$ cat src/rtl/deskew_pkg.sv
package deskew_pkg;

    typedef enum logic [1:0] {
        ALN_WAIT  = 2'd0,
        ALN_RUN   = 2'd1,
        ALN_FAULT = 2'd2
    } aln_state_e;

    // True on a cycle that is a legal common release point.
    function automatic logic at_release_point(input int unsigned cnt,
                                              input int unsigned off,
                                              input int unsigned mf_len,
                                              input logic        bnd);
        if (off == 0)
            return bnd;
        return (cnt == (mf_len - off));
    endfunction

endpackage

$ cat src/rtl/lane_tracker.sv
module lane_tracker (
    input  logic clk,
    input  logic rst,
    input  logic flush,
    input  logic start,
    output logic arrived_q,
    output logic active
);
    always_ff @(posedge clk) begin
        if (rst || flush)
            arrived_q <= 1'b0;
        else if (start)
            arrived_q <= 1'b1;
    end

    // A lane is feeding words from its start cycle on.
    assign active = start | arrived_q;
endmodule

$ cat src/rtl/lane_ebuf.sv
module lane_ebuf #(
    parameter int DW    = 8,
    parameter int DEPTH = 8
) (
    input  logic          clk,
    input  logic          rst,
    input  logic          flush,
    input  logic          wr_en,
    input  logic [DW-1:0] wr_data,
    input  logic          rd_en,
    output logic [DW-1:0] rd_data,
    output logic          overrun
);
    localparam int AW   = (DEPTH > 1) ? $clog2(DEPTH) : 1;
    localparam int CNTW = $clog2(DEPTH + 1);

    logic [DW-1:0]   mem [DEPTH];
    logic [AW-1:0]   wr_ptr, rd_ptr;
    logic [CNTW-1:0] count;
    logic            do_wr, do_rd;

    assign overrun = wr_en && !rd_en && (count == CNTW'(DEPTH));
    assign do_wr   = wr_en && !overrun;
    assign do_rd   = rd_en && (count != '0);

    function automatic logic [AW-1:0] bump(input logic [AW-1:0] p);
        return (p == AW'(DEPTH - 1)) ? '0 : p + 1'b1;
    endfunction

    always_ff @(posedge clk) begin
        if (do_wr)
            mem[wr_ptr] <= wr_data;
    end

    always_ff @(posedge clk) begin
        if (rst || flush) begin
            wr_ptr  <= '0;
            rd_ptr  <= '0;
            count   <= '0;
            rd_data <= '0;
        end else begin
            if (do_wr)
                wr_ptr <= bump(wr_ptr);
            if (do_rd) begin
                rd_ptr  <= bump(rd_ptr);
                rd_data <= mem[rd_ptr];
            end
            count <= count + CNTW'(do_wr) - CNTW'(do_rd);
        end
    end
endmodule

$ cat src/rtl/release_fsm.sv
module release_fsm
    import deskew_pkg::*;
#(
    parameter int LANES  = 4,
    parameter int MF_LEN = 8,
    localparam int CW    = $clog2(MF_LEN)
) (
    input  logic             clk,
    input  logic             rst,
    input  logic             link_reset,
    input  logic             err_clear,
    input  logic [LANES-1:0] arrived_q,
    input  logic [LANES-1:0] active,
    input  logic [LANES-1:0] lane_ovf,
    input  logic [CW-1:0]    mf_count,
    input  logic             mf_edge,
    input  logic [CW-1:0]    rel_offset,
    output logic             wr_ok,
    output logic             rd_en,
    output logic             out_valid,
    output logic [CW-1:0]    last_arrival,
    output logic             arrival_valid,
    output logic             deskew_err
);
    aln_state_e state, state_nx;
    logic       hit, all_prior, all_now, release_now, any_ovf;

    assign hit         = at_release_point(int'(mf_count), int'(rel_offset), MF_LEN, mf_edge);
    assign all_prior   = &arrived_q;
    assign all_now     = &active;
    assign any_ovf     = |lane_ovf;
    assign release_now = (state == ALN_WAIT) && hit && all_prior && !link_reset;
    assign rd_en       = ((state == ALN_RUN) || release_now) && !link_reset;
    assign wr_ok       = (state != ALN_FAULT);

    always_comb begin
        state_nx = state;
        if (link_reset)
            state_nx = ALN_WAIT;
        else if (state == ALN_WAIT) begin
            if (release_now)
                state_nx = ALN_RUN;
            else if (any_ovf)
                state_nx = ALN_FAULT;
        end
    end

    always_ff @(posedge clk) begin
        if (rst) begin
            state     <= ALN_WAIT;
            out_valid <= 1'b0;
        end else begin
            state     <= state_nx;
            out_valid <= rd_en;
        end
    end

    always_ff @(posedge clk) begin
        if (rst)
            deskew_err <= 1'b0;
        else if (any_ovf && !link_reset)
            deskew_err <= 1'b1;
        else if (err_clear)
            deskew_err <= 1'b0;
    end

    always_ff @(posedge clk) begin
        if (rst) begin
            arrival_valid <= 1'b0;
            last_arrival  <= '0;
        end else if (link_reset) begin
            arrival_valid <= 1'b0;
        end else if (!arrival_valid && all_now) begin
            arrival_valid <= 1'b1;
            last_arrival  <= mf_count;
        end
    end
endmodule

$ cat src/rtl/rx_deskew_release.sv
module rx_deskew_release
    import deskew_pkg::*;
#(
    parameter int LANES  = 4,
    parameter int DW     = 8,
    parameter int DEPTH  = 8,
    parameter int MF_LEN = 8,
    localparam int CW    = $clog2(MF_LEN)
) (
    input  logic                clk,
    input  logic                rst,
    input  logic                link_reset,
    input  logic                err_clear,
    input  logic [LANES-1:0]    lane_start,
    input  logic [LANES*DW-1:0] lane_data,
    input  logic [CW-1:0]       mf_count,
    input  logic                mf_edge,
    input  logic [CW-1:0]       rel_offset,
    output logic                out_valid,
    output logic [LANES*DW-1:0] out_data,
    output logic [CW-1:0]       last_arrival,
    output logic                arrival_valid,
    output logic                deskew_err
);
    logic [LANES-1:0] arrived_q, active, lane_ovf;
    logic             wr_ok, rd_en;

    for (genvar g = 0; g < LANES; g++) begin : g_lane
        lane_tracker u_trk (
            .clk       (clk),
            .rst       (rst),
            .flush     (link_reset),
            .start     (lane_start[g]),
            .arrived_q (arrived_q[g]),
            .active    (active[g])
        );

        lane_ebuf #(.DW(DW), .DEPTH(DEPTH)) u_buf (
            .clk     (clk),
            .rst     (rst),
            .flush   (link_reset),
            .wr_en   (active[g] && wr_ok && !link_reset),
            .wr_data (lane_data[g*DW +: DW]),
            .rd_en   (rd_en),
            .rd_data (out_data[g*DW +: DW]),
            .overrun (lane_ovf[g])
        );
    end

    release_fsm #(.LANES(LANES), .MF_LEN(MF_LEN)) u_fsm (
        .clk           (clk),
        .rst           (rst),
        .link_reset    (link_reset),
        .err_clear     (err_clear),
        .arrived_q     (arrived_q),
        .active        (active),
        .lane_ovf      (lane_ovf),
        .mf_count      (mf_count),
        .mf_edge       (mf_edge),
        .rel_offset    (rel_offset),
        .wr_ok         (wr_ok),
        .rd_en         (rd_en),
        .out_valid     (out_valid),
        .last_arrival  (last_arrival),
        .arrival_valid (arrival_valid),
        .deskew_err    (deskew_err)
    );
endmodule

$ cat config.mk
export PLATFORM = sky130hd
export DESIGN_NAME = rx_deskew_release
export DESIGN_NICKNAME = d
export VERILOG_FILES = /design/src/rtl/deskew_pkg.sv /design/src/rtl/lane_tracker.sv /design/src/rtl/lane_ebuf.sv /design/src/rtl/release_fsm.sv /design/src/rtl/rx_deskew_release.sv
export SDC_FILE = /design/constraint.sdc
export NUM_CORES = 1
export LEC_CHECK = 0
export BUFFER_PORTS_ARGS = -buffer_cell sky130_fd_sc_hd__buf_4
export CAP_MARGIN = 25
export CORE_UTILIZATION = 60
export CTS_BUF_LIST = sky130_fd_sc_hd__clkbuf_2 sky130_fd_sc_hd__clkbuf_4 sky130_fd_sc_hd__clkbuf_8
export DETAILED_ROUTE_END_ITERATION = 6
export PLACE_DENSITY = 0.86
export SYNTH_ARGS = -nofsm -noshare
export SYNTH_HDL_FRONTEND = slang
export SYNTH_SLANG_ARGS = --single-unit
$ cat constraint.sdc
create_clock -name clk -period 8.6 [get_ports clk]
set_input_delay 0.43 -clock clk [delete_from_list [all_inputs] [get_ports clk]]
set_output_delay 0.43 -clock clk [all_outputs]
set_load 0.01 [all_outputs]
Yosys cells after proc, flatten, opt, wreduce, memory -nomap -nowiden
Memory sizes are Yosys's and may differ from the RTL's. A register that Yosys moved wholly into a read port is not among the register bits. Cells that the tools add are included.

Memory bits (writable): 256. Flip-flop bits (word level): 52. Memories kept: 4. Latch bits: 0. Logic and storage cells: 138. Input bits: 47. Memory bits (read-only): 0.

Bitwise operators: 5. Order comparisons: 0. $add $sub $neg: 17. Multiplexer cells: 23. Equality and inequality tests: 15. Reduce and logical (&&, ||, !) cells: 53. Shift operators: 0. Divide/modulo/power cells: 0. $mul: 0.

Memories: g_lane[0].u_buf.mem (words 8, width 8, rd ports 1, clocked after memory_dff 1, wr ports 1, RTL line lane_ebuf.sv:17) `logic [DW-1:0] mem [DEPTH];`; g_lane[1].u_buf.mem (words 8, width 8, rd ports 1, clocked after memory_dff 1, wr ports 1, RTL line lane_ebuf.sv:17); g_lane[2].u_buf.mem (words 8, width 8, rd ports 1, clocked after memory_dff 1, wr ports 1, RTL line lane_ebuf.sv:17); g_lane[3].u_buf.mem (words 8, width 8, rd ports 1, clocked after memory_dff 1, wr ports 1, RTL line lane_ebuf.sv:17).

Operator list (count): 3-bit by 32-bit == test with 1-bit output (1); 1-bit logical AND (30); 3-bit by 1-bit adder with 3-bit output, second input constant (8); 3-bit == test, second input constant (8); 3-bit two-way mux (8); 4-bit by 1-bit adder with 4-bit output (4); 4-bit == test, second input constant (4); 4-bit nonzero test (4); 4-bit by 1-bit subtractor with 4-bit output (4); 1-bit two-way mux (13); 4-bit AND reduction (2); 1-bit logical NOT (7); 4-bit by 3-bit subtractor with 5-bit output, first input constant (1); 2-bit two-way mux (2); 1-bit OR (4); 2-bit AND reduction (2); 2-bit nonzero test (2); 4-bit OR reduction (1); 3-bit logical NOT (1); 2-bit by 1-bit == test with 1-bit output, second input constant (1); 2-bit logical NOT (1); 1-bit logical OR (2); 2-bit != test, second input constant (1); 2-bit OR reduction (1); 1-bit NOT (1).

Depth between registers and ports, before layout
Gate-level depths: netlist (run 1).

Word-level depth: 15. Gate-level depth with buffers: 17.

Cells and area by module
Synthesis (run 1) repeated with hierarchy kept, for this count alone.

Cell total of the unflattened synthesis: 922. Area total of the unflattened synthesis: 13894.6 um^2.

By module, submodules not included: lane_ebuf (g_lane[0].u_buf ...) (cells an instance 214, sequential area each 2282.2 um^2, area an instance 3324.4 um^2, times used 3); lane_ebuf (g_lane[3].u_buf) (cells an instance 214, sequential area each 2282.2 um^2, area an instance 3320.7 um^2, times used 1); release_fsm (cells an instance 50, sequential area each 160.2 um^2, area an instance 430.4 um^2, times used 1); lane_tracker (cells an instance 3, sequential area each 20.0 um^2, area an instance 33.8 um^2, times used 4); rx_deskew_release (cells an instance 4, sequential area each 0.0 um^2, area an instance 35.0 um^2, times used 1).

Least setup slack after synthesis (run 1)
No wires, ideal clock.

Path type: input -> register. Start: input rel_offset[0]. End: register g_lane[2].u_buf.count[2]. Path slack: 5.097 ns. Required time: 8.472 ns. Stages on the path: 17. Path buffers: 2. Data arrival time: 3.376 ns. Cell sequence: inv_1 -> ha_1 -> ha_1 -> xnor2_1 -> nand2_1 -> o21ai_0 -> clkbuf_1 -> buf_1 -> nand2_1 -> nor3_1 -> ha_1 -> inv_1 -> ha_1 -> inv_1 -> fa_1 -> xor2_1 -> nor2_1.

Elaborated cells between the ends (all ways): 18. Classes of those cells: add/sub (3); eq/ne (1); mux (2); reduce/logical (12).

RTL lines: from (decl) (RTL line rx_deskew_release.sv:18) `input logic [CW-1:0] rel_offset,`; 4-bit by 3-bit subtractor with 5-bit output / 3-bit logical NOT (equally long branches) (RTL line deskew_pkg.sv:16, deskew_pkg.sv:14); 3-bit by 32-bit == test with 1-bit output / 1-bit two-way mux (equally long branches) (RTL line deskew_pkg.sv:16, deskew_pkg.sv:14); 1-bit two-way mux (*) (RTL line deskew_pkg.sv:16) `return (cnt == (mf_len - off));`; 1-bit logical AND (*) (3 in series) (RTL line release_fsm.sv:32) `assign release_now = (state == ALN_WAIT) && hit && all_prior && !link_reset;`; 1-bit logical OR (*) (RTL line release_fsm.sv:33) `assign rd_en = ((state == ALN_RUN) || release_now) && !link_reset;`; 1-bit logical AND (*) (RTL line release_fsm.sv:33); 1-bit logical AND (*) (RTL line lane_ebuf.sv:24) `assign do_rd = rd_en && (count != '0);`; net g_lane[2].u_buf.do_rd (RTL line lane_ebuf.sv:20) `logic do_wr, do_rd;`; 4-bit by 1-bit subtractor with 4-bit output (*) (RTL line lane_ebuf.sv:48) `count <= count + CNTW'(do_wr) - CNTW'(do_rd);`; to (signal assigned) (RTL line lane_ebuf.sv:48); to (decl) (RTL line lane_ebuf.sv:19) `logic [CNTW-1:0] count;`.

The timed path passes the listed nets; every way through them passes the cells marked *. A chain may end at the register's enable or synchronous reset.

Final worst setup path (run 1)
Same ends and word-level chain as after synthesis.

==> impl_metrics.csv, run 1 <==
group,metric,value,unit
floorplan,row_count,55,
timing,fmax,0.2792,GHz
timing,setup_violations,0,
final_layout,fin_util,71.72,%
power,swShare,21.35,%
placement,place_inst,1253,
job,maxCapViolCount,0,
setup_path,crit_chain,"buf_4 -> inv_1 -> ha_1 -> ha_1 -> xnor2_1 -> nand2_1 -> o21ai_4 -> buf_4 -> nand2_1 -> nor3_1 -> ha_1 -> inv_1 -> ha_1 -> inv_1 -> fa_1 -> xor2_1 -> nor2_1",
setup_path,critPathBufInv,5,
setup_path,cp_slowest_cell,"o21ai_4",
final_layout,layout.cells.non_filler,1355,
clock_network,cts_root_buffer,"clkbuf_8",
clock_network,cts_buffers,52,
timing,fin_crit_sh,41.64,%
power,p_seq_share,54.3,%
timing,min_period,3.581,ns
clock_network,cts_tree,"done",
synth,ys_types,48,
final_layout,final_cell_mix,"edfxtp_1 (256), buf_4 (117), dfxtp_1 (84), mux4_2 (64), clkbuf_8 (61)",
route,drc,0,
placement,post-place-ws,4.495,ns
setup_path,cpMostUsedCell,"ha_1",
clock_network,clkTransAtPathRegs,0.06,ns
route,wirelength,28320,microns
final_layout,layout_commonest_cell,"edfxtp_1",
setup_path,critPathArrivalTime,4.06,ns
clock_network,postCtsHoldBufs,0,
power,p_switching,702.5,uW
synth,ys.flop_type,"edfxtp_1",
setup_path,cp-start-kind,"input port",
synth,synth_warnings,0,
timing,timing.setup.tns,0,ns
synth,synthTopCellsByArea,"edfxtp_1 (55%), dfxtp_1 (12%), mux4_2 (10%)",
timing,drv_slew,0,
setup_path,criticalPathCategory,"in2reg",
setup_path,end_kind,"register",
floorplan,start_util,61.55,%
timing,final_hold_viol_count,0,
clock_network,cts.repair.resized,0,
setup_path,cp.required,9.08,ns
synth,synth_top_area_share,54.83,%
floorplan,fp.dieW,154.9,microns
final_layout,n_antenna_cell,0,
floorplan,ios,85,
grt,grtUsageTotal,24.38,%
route,drt_iter0_drc,639,
grt,grt_pass1_vias,8401,
grt,grt_antenna_before_repair,0,
min_path,hold_class,"in2reg",
floorplan,die_area,0.02398,sq mm
outcome,status,"complete, no violations",
final_layout,nNetsFinal,1091,
floorplan,core,0.02278,sq mm
synth,ys_seq_area_share,66.82,%
power,combPwrFrac,3.8,%
timing,setup_ws,5.019,ns
clock_network,htreeDepth,2,
route,drt_pass1_iterations,5,
placement,dp_hpwl,18190,microns
synth,synth_seq_cells,340,
grt,grt_pass1_wl,44480,microns
synth,synth-edff-count,256,
route,wl_per_cell,20.90,microns
timing,maxSlewHeadroom,31.95,%
setup_path,slowest_delay,0.63,ns
synth,synth.largest_area_cell,"edfxtp_1",
power,p_int,2588,uW
power,powerDensity,201.5,mW/mm^2
clock_network,numClockSinks,340,
setup_path,critPathMaxFanout,20,
timing,rsz0062_at_grt,"no",
route,postRouteAntennaNets,0,
grt,grt_start_max_net_pins,43,
synth,synthesis.nets,959,
clock_network,cts_setup_buffers,0,
final_layout,area_delta_synth_final,16.51,%
power,power.leakage,0.005556,uW
route,vias_per_cell,5.998,
timing,worst_pin_slew,1.011,ns
synth,synth-async-reset-ratio,0,%
clock_network,clk_latency,0.60,ns
clock_network,cts_max_path_buffers,3,
grt,grt.overflow.total,0,
placement,numPortBuffers,84,
synth,postSynthAreaPerCell,16.19,sq um
final_layout,drive_above_1_share,28.69,%
timing,finalClockSkew,0.03645,ns
power,peakVddDrop,222.2,uV
synth,synthCells,866,
setup_path,critical-path-top-delay-family,"adder cells",
power,p_clk_share,41.9,%
synth,synthesis.area,0.01402,sq mm
placement,gp_congestion,0.8004,
floorplan,die_h,154.9,microns
route,num_vias,8127,
-- cell type report --
cell class              count  area, sq um
clock buffers              73        929.6
clock inverters            25        185.2
fillers                  1335         6442
inverters                  38        142.6
multi-input cells         445         4417
flip-flops and latches    340         9369
well taps                 313        391.6
repair buffers            121        900.9
-- power by group through the flow --
stage,clock [uW],combinational (uW),sequential [uW]
4_1_cts,1400,124,1790
6_report,1380,125,1790
3_5_place_dp,0,123,1820
5_1_grt,1460,135,1790
3_3_place_gp,0,117,1820
2_1_floorplan,0,63.9,1820
-- Yosys cell counts, types with 5 or more instances --
library cell	n
mux4_2	64
ha_1	42
nor4b_1	10
or3_1	8
nand2_1	43
nand4_1	5
clkbuf_1	21
nor4_1	10
buf_1	9
edfxtp_1	256
buf_2	12
nand3b_1	8
a31oi_1	32
nor2_1	33
xnor2_1	9
nor3_1	17
inv_1	37
a211oi_1	32
mux2i_1	55
dfxtp_1	84
a21o_1	5
or2_2	5
and2_1	12
a21oi_1	11
-- per-stage QoR --
stage	area, sq um	hold WS (ns)	total power [uW]
3_5_place_dp	15200	0.4645	1943
3_3_place_gp	15160	0.4579	1937
2_1_floorplan	14020	0.4819	1882
5_1_grt	16340	0.04477	3386
6_report	16340	0.06082	3291
4_1_cts	16310	0.03496	3309
-- cell families (layout without fill, tap and decap cells) --
kind of cell,count (synthesis),after routing,share of synthesized area (%)
compound gates,98,98,4.899
xor+xnor,10,10,0.6247
fa+ha+maj,46,46,4.319
buf+inv,81,257,2.329
flops,340,340,66.82
mux,119,119,14.21
simple gates,172,172,6.800
-- flip-flops by register name, indices dropped and copies added, names as in the netlist, 2 cells and up --
name and count:
g_lane.u_buf.mem 256, g_lane.u_buf.rd_data 32, g_lane.u_buf.count 16, g_lane.u_buf.rd_ptr 12, g_lane.u_buf.wr_ptr 12, g_lane.u_trk.arrived_q 4, u_fsm.last_arrival 3, u_fsm.state 2
-- per-layer routing --
metal  vias up  routed length, microns  global-route usage (%)
li1       3684                       -                       -
met2       352                   14010                   40.58
met5         -                       0                       0
met4         0                     571                   8.722
met1      4034                   11520                   32.19
met3        57                    2219                   4.903
-- final timing paths --
kind / slack (ns) / cells past startpoint / from / endpoint
setup / recovery: 5.02 / 17 / rel_offset[0] / g_lane[2].u_buf.count[2]
hold / removal: 0.06 / 2 / rst / u_fsm.last_arrival[2]
setup reg to reg: 5.05 / 11 / u_fsm.state[1] / g_lane[2].u_buf.count[3]
hold reg to reg: 0.47 / 2 / u_fsm.arrival_valid / u_fsm.arrival_valid
Power figures use the tool's default switching activity.
==> inputs of run 2 (changes only) <==
--- a/config.mk
+++ b/config.mk
@@ -7,10 +7,10 @@
 export LEC_CHECK = 0
 export BUFFER_PORTS_ARGS = -buffer_cell sky130_fd_sc_hd__buf_4
 export CAP_MARGIN = 25
-export CORE_UTILIZATION = 60
+export CORE_UTILIZATION = 57
 export CTS_BUF_LIST = sky130_fd_sc_hd__clkbuf_2 sky130_fd_sc_hd__clkbuf_4 sky130_fd_sc_hd__clkbuf_8
 export DETAILED_ROUTE_END_ITERATION = 6
-export PLACE_DENSITY = 0.86
+export PLACE_DENSITY = 0.85
 export SYNTH_ARGS = -nofsm -noshare
 export SYNTH_HDL_FRONTEND = slang
 export SYNTH_SLANG_ARGS = --single-unit
==> constraint.sdc (replaced) <==
create_clock -name clk -period 2.95 [get_ports clk]
set_input_delay 0.1475 -clock clk [delete_from_list [all_inputs] [get_ports clk]]
set_output_delay 0.1475 -clock clk [all_outputs]
set_load 0.01 [all_outputs]
==> run 2 against run 1 <==
Compared with the run above:
- final cell count increased by 5.8%
- clock skew decreased by 0.0070 ns
- sequential share of layout area decreased by 1.9 points
- wire length increased by 0.12%
- critical endpoint is now g_lane[0].u_buf.count[3]
- highest routed layer unchanged
==> impl_metrics.csv, run 2 (synthesis results as in run 1) <==
group,metric,value,unit
power,powerDensity,569.3,mW/mm^2
route,wl_per_cell,19.79,microns
final_layout,layout_commonest_cell,"edfxtp_1",
setup_path,cp.depth,12,
grt,grt_start_max_net_pins,44,
setup_path,cpMostUsedCell,"ha_1",
final_layout,n_antenna_cell,0,
floorplan,ios,85,
placement,place_inst,1292,
timing,rsz0062_at_grt,"no",
floorplan,die_area,0.02523,sq mm
setup_path,critPathArrivalTime,3.18,ns
final_layout,nNetsFinal,1157,
clock_network,cts_buffers,53,
setup_path,reg2regPathDepth,12,
clock_network,cts_tree,"done",
power,combPwrFrac,4.3,%
grt,grtUsageTotal,23.02,%
placement,gp_congestion,0.8234,
power,swShare,20.96,%
final_layout,area_delta_synth_final,20.60,%
setup_path,critical-path-top-delay-family,"simple AND/OR/NAND/NOR gates",
grt,grt_antenna_before_repair,0,
min_path,hold_class,"in2reg",
clock_network,cts_root_buffer,"clkbuf_8",
timing,setup_ws,0.2023,ns
final_layout,postLayoutCellArea,0.01691,sq mm
floorplan,row_count,57,
final_layout,largest_reg_flops,256,
setup_path,critPathBufInv,2,
final_layout,fin_util,69.73,%
timing,fin_crit_sh,93.14,%
route,num_vias,8254,
timing,whs,0.03914,ns
final_layout,layout.cells.non_filler,1433,
route,wirelength,28350,microns
setup_path,critPathMaxFanout,5,
placement,placed_area,0.01536,sq mm
power,p_int,7609,uW
placement,post-place-ws,0.05494,ns
timing,finalClockSkew,0.02946,ns
floorplan,start_util,57.82,%
grt,grtUsageMet1,29.24,%
route,vias_per_cell,5.760,
clock_network,clkTransAtPathRegs,0.06,ns
route,drt_iter0_drc,561,
power,power.leakage,0.005852,uW
clock_network,htreeDepth,2,
setup_path,cp_slowest_cell,"or4b_4",
floorplan,core,0.02425,sq mm
timing,maxSlewHeadroom,38.76,%
grt,grt_pass1_vias,8551,
setup_path,cp-start-kind,"register",
grt,top_usage_layer,"met2",
grt,met2_usage,40.65,%
min_path,min_path_cells,3,
outcome,status,"complete, no violations",
grt,grtUsageMet3,3.631,%
setup_path,cp.required,3.38,ns
final_layout,drive_above_1_share,29.40,%
route,drc,0,
timing,setup_violations,0,
final_layout,reg_top3,"g_lane.u_buf.mem x256, g_lane.u_buf.rd_data x32, g_lane.u_buf.count x16",
final_layout,regMostFlops,"g_lane.u_buf.mem",
clock_network,clk_latency,0.59,ns
setup_path,end_kind,"register",
timing,worst_pin_slew,0.9187,ns
route,postRouteAntennaNets,0,
clock_network,cts_max_path_buffers,3,
power,p_seq_share,54.1,%
timing,drv_slew,0,
setup_path,crit_chain,"or4b_4 -> o31ai_4 -> nand2_2 -> buf_4 -> nor3_2 -> ha_1 -> inv_1 -> ha_1 -> a21o_1 -> a21oi_1 -> xnor2_1 -> nor2_1",
timing,min_period,2.748,ns
power,p_clk_share,41.6,%
floorplan,fp.dieW,158.8,microns
power,peakVddDrop,416.3,uV
grt,grt.overflow.total,0,
setup_path,slowest_delay,0.56,ns
timing,final_hold_viol_count,0,
timing,fmax,0.3639,GHz
job,maxCapViolCount,0,
placement,dp_hpwl,18060,microns
route,drt_pass1_iterations,7,
setup_path,criticalPathCategory,"reg2reg",
power,p_switching,2018,uW
floorplan,die_h,158.8,microns
placement,numPortBuffers,84,
final_layout,final_cell_mix,"edfxtp_1 (256), buf_4 (145), dfxtp_1 (84), mux4_2 (64), clkbuf_8 (56)",
grt,grt_pass1_wl,44950,microns
clock_network,numClockSinks,340,
## run 2: changes by cell type in the layout (fill, tap and decap cells not counted), moves of 2 or more
cell,delta
clkbuf_4,+18
nor4b_1,+7
clkinv_1,-6
buf_2,-2
buf_4,+28
clkbuf_8,-5
dlygate4sd3_1,+41
nor4b_2,-7
clkinv_2,-6
## run 2: final timing paths
kind                             from                        to  slack, ns
hold / removal             link_reset            u_fsm.state[1]       0.04
setup reg to reg       u_fsm.state[1]  g_lane[0].u_buf.count[3]       0.20
hold reg to reg   u_fsm.arrival_valid       u_fsm.arrival_valid       0.48
setup / recovery       u_fsm.state[1]  g_lane[0].u_buf.count[3]       0.20
## run 2: power by group through the flow
stage | clock, uW | sequential (uW) | combinational, uW
6_report | 4000 | 5210 | 417
5_1_grt | 4290 | 5210 | 452
4_1_cts | 4080 | 5210 | 413
3_5_place_dp | 0 | 5310 | 367
3_3_place_gp | 0 | 5300 | 354
2_1_floorplan | 0 | 5300 | 188
## run 2: tightest hold or removal path: cells and delay by family
family          cells  cell delay [ns]
simple gates        1             0.14
compound gates      1             0.13
buf+inv             1             0.16
## run 2: through the flow
stage / setup TNS [ns] / power [uW]
after global placement: 0 / 5658
after detailed placement: 0 / 5673
after floorplan: -0.2800 / 5488
after CTS: 0 / 9695
after global routing: 0 / 9946
final: 0 / 9626
## run 2: cell type report
type                       count  area [sq um]
fill                        1535          7340
inverter                      38         142.6
tap                          324         405.4
multi-input combinational    445          4379
clock buffer                  87          1003
timing repair buffer         186          1499
sequential                   340          9369
clock inverter                13         110.1
## run 2: what timing repair did
action,CTS,global route
endpoints found under the setup margin,0,5
endpoints found under the hold margin,264,0
setup buffers,0,0
hold buffers,41,0
resized for setup,0,5
## run 2: per-layer routing
| metal | vias up | part of all wire (%) |
|---|---|---|
| met5 | - | 0 |
| met4 | 0 | 2.3 |
| met3 | 52 | 4.9 |
| met2 | 237 | 52 |
| met1 | 4166 | 41 |
| li1 | 3799 | - |
==> inputs of run 3 (changes only) <==
--- a/config.mk
+++ b/config.mk
@@ -5,10 +5,12 @@
 export SDC_FILE = /design/constraint.sdc
 export NUM_CORES = 1
 export LEC_CHECK = 0
+export ABC_AREA = 1
 export BUFFER_PORTS_ARGS = -buffer_cell sky130_fd_sc_hd__buf_4
 export CAP_MARGIN = 25
 export CORE_UTILIZATION = 57
 export CTS_BUF_LIST = sky130_fd_sc_hd__clkbuf_2 sky130_fd_sc_hd__clkbuf_4 sky130_fd_sc_hd__clkbuf_8
+export CTS_CLUSTER_DIAMETER = 60
 export DETAILED_ROUTE_END_ITERATION = 6
 export PLACE_DENSITY = 0.85
 export SYNTH_ARGS = -nofsm -noshare
==> run 3 against run 2 <==
Compared with the run above:
- utilization is 0.42 points higher
- critical path depth fell by 1
- global-route usage grew 1.2 points
- setup slack improved by 0.047 ns
- worst hold slack improved by 0.062 ns
- combinational power decreased by 8.9%
- total power is 2.3% higher
- final cell count increased by 40%
- design area increased by 2.1%
- synthesized cell count grew 68%
- largest cell class unchanged
==> impl_metrics.csv, run 3 <==
group,metric,value,unit
route,drc,0,
synth,synthTopCellsByArea,"edfxtp_1 (53%), nand2_1 (12%), dfxtp_1 (12%)",
timing,whs,0.1008,ns
route,drt_pass1_iterations,6,
final_layout,final_cell_mix,"nand2_1 (457), edfxtp_1 (256), nand3_1 (204), nor2_1 (144), buf_4 (142)",
timing,fmax,0.3702,GHz
timing,min_period,2.701,ns
setup_path,critPathMaxFanout,4,
job,maxCapViolCount,0,
floorplan,die_area,0.02597,sq mm
floorplan,core,0.02460,sq mm
power,powerDensity,570.8,mW/mm^2
synth,postSynthAreaPerCell,9.915,sq um
timing,drv_slew,0,
power,power.leakage,0.007262,uW
placement,gp_congestion,0.8118,
synth,ys.flop_type,"edfxtp_1",
power,peakVddDrop,332.6,uV
clock_network,numClockSinks,340,
final_layout,nNetsFinal,1729,
setup_path,cp.required,3.37,ns
synth,synth-edff-count,256,
floorplan,row_count,57,
setup_path,critPathArrivalTime,3.13,ns
route,num_vias,10600,
route,wl_per_cell,15.47,microns
synth,synth_seq_cells,340,
setup_path,criticalPathCategory,"reg2reg",
placement,numPortBuffers,84,
grt,grtUsageTotal,24.26,%
floorplan,die_h,161.1,microns
route,drt_iter0_drc,861,
clock_network,cts_tree,"done",
synth,synthesis.area,0.01444,sq mm
timing,maxSlewHeadroom,36.30,%
clock_network,htreeDepth,2,
final_layout,area_delta_synth_final,19.56,%
timing,timing.setup.tns,0,ns
grt,grt_pass1_wl,49670,microns
power,power,9851,uW
final_layout,n_antenna_cell,0,
synth,synth_top_area_share,53.25,%
route,wirelength,31020,microns
clock_network,clk_latency,0.57,ns
setup_path,rrSetupSlack,0.25,ns
final_layout,drive_above_1_share,14.69,%
floorplan,start_util,58.67,%
timing,fin_crit_sh,91.57,%
final_layout,regMostFlops,"g_lane.u_buf.mem",
clock_network,clkTransAtPathRegs,0.06,ns
synth,synthesis.nets,1549,
synth,ys_seq_area_share,64.90,%
synth,synth_common_cells,"nand2_1 (457), edfxtp_1 (256), nand3_1 (204)",
clock_network,cts_buffers,53,
final_layout,layout.cells.non_filler,2005,
min_path,hold_class,"in2reg",
grt,grt_start_max_net_pins,53,
final_layout,largest_reg_flops,256,
grt,grt.overflow.total,0,
timing,worst_pin_slew,0.9544,ns
setup_path,end_kind,"register",
setup_path,cp-start-kind,"register",
timing,rsz0062_at_grt,"no",
synth,ys_types,28,
grt,grt_pass1_vias,10530,
placement,place_inst,1860,
final_layout,fin_util,70.15,%
synth,post-synth-top-count-cell,"nand2_1",
floorplan,ios,85,
final_layout,reg_top3,"g_lane.u_buf.mem x256, g_lane.u_buf.rd_data x32, g_lane.u_buf.count x16",
route,vias_per_cell,5.287,
clock_network,cts_root_buffer,"clkbuf_8",
final_layout,fill_cells,1661,
timing,final_hold_viol_count,0,
final_layout,layout_commonest_cell,"nand2_1",
synth,synth_warnings,0,
synth,synth.largest_area_cell,"edfxtp_1",
synth,synthCells,1456,
placement,dp_hpwl,18780,microns
clock_network,cts_max_path_buffers,3,
outcome,status,"complete, no violations",
floorplan,fp.dieW,161.1,microns
clock_network,cts_setup_buffers,0,
synth,synth-async-reset-ratio,0,%
route,postRouteAntennaNets,0,
timing,finalClockSkew,0.02238,ns
grt,grt_antenna_before_repair,0,
timing,setup_violations,0,
## run 3: cell count changes after synthesis, sizes merged, moves of 10 or more
cell	change
nand2	+421
nand3	+198
nor2	+112
inv	+79
mux4	-64
mux2i	-55
a31oi	-32
a211oi	-31
clkbuf	+18
and2	-12
a21oi	+11
clkinv	+11
nor4b	-10
## run 3: metrics by stage
| step | instance area (sq um) | worst slack, ns |
|---|---|---|
| 2_1_floorplan | 14440 | 0.4164 |
| 3_3_place_gp | 15650 | 0.2359 |
| 3_5_place_dp | 15650 | 0.05851 |
| 4_1_cts | 17260 | 0.2831 |
| 5_1_grt | 17260 | 0.03227 |
| 6_report | 17260 | 0.2488 |
## run 3: worst paths after layout
check                                    startpoint                         to  cells past startpoint
worst min-delay path                     link_reset  g_lane[2].u_buf.rd_ptr[1]                      7
worst max-delay path                 u_fsm.state[0]   g_lane[0].u_buf.count[2]                     11
worst min register to register  u_fsm.arrival_valid        u_fsm.arrival_valid                      2
worst max register to register       u_fsm.state[0]   g_lane[0].u_buf.count[2]                     11
## run 3: logic make-up (layout without fill, tap and decap cells)
| family | after synthesis | count (layout) | share of synthesized area, % |
|---|---|---|---|
| flops | 340 | 340 | 64.90 |
| simple gates | 841 | 841 | 24.17 |
| xor+xnor | 4 | 4 | 0.2427 |
| fa+ha+maj | 46 | 46 | 4.195 |
| compound gates | 35 | 35 | 1.309 |
| buf+inv | 190 | 415 | 5.183 |
## run 3: power by group
part	total, uW	internal (uW)	switching, uW
Sequential	5220	5200	23.8
Clock	4250	2450	1800
Combinational	380	159	221
Total	9850	7800	2050
## run 3: final cells by class
class	instances	area [sq um]	area share, %
sequential	340	9369	54.28
multi-input combinational	926	4327	25.07
timing repair buffer	187	1516	8.786
clock buffer	74	912.1	5.285
inverter	128	480.5	2.784
tap	324	405.4	2.349
clock inverter	26	250.2	1.450
## run 3: timing repair
| action | in CTS | in global routing |
|---|---|---|
| resized for setup | 0 | 0 |
| endpoints found under the hold margin | 265 | 0 |
| hold buffers | 45 | 0 |
## run 3: worst max-delay path: stages (launching register included)
cell and delay, ns:
dfxtp_1 0.36, inv_1 0.07, a21oi_1 0.35, nand2_1 0.16, nor4_1 0.37, nand2_1 0.19, nand2_1 0.15, inv_2 0.07
ha_1 0.23, fa_1 0.38, xnor2_1 0.18, nor2_1 0.05
## run 3: routing by layer
metal  GRT usage, %  part of all wire (%)
met4          11.28                   2.8
met1          29.28                    39
met2          42.38                    51
met3          4.263                   7.8
met5              0                     0
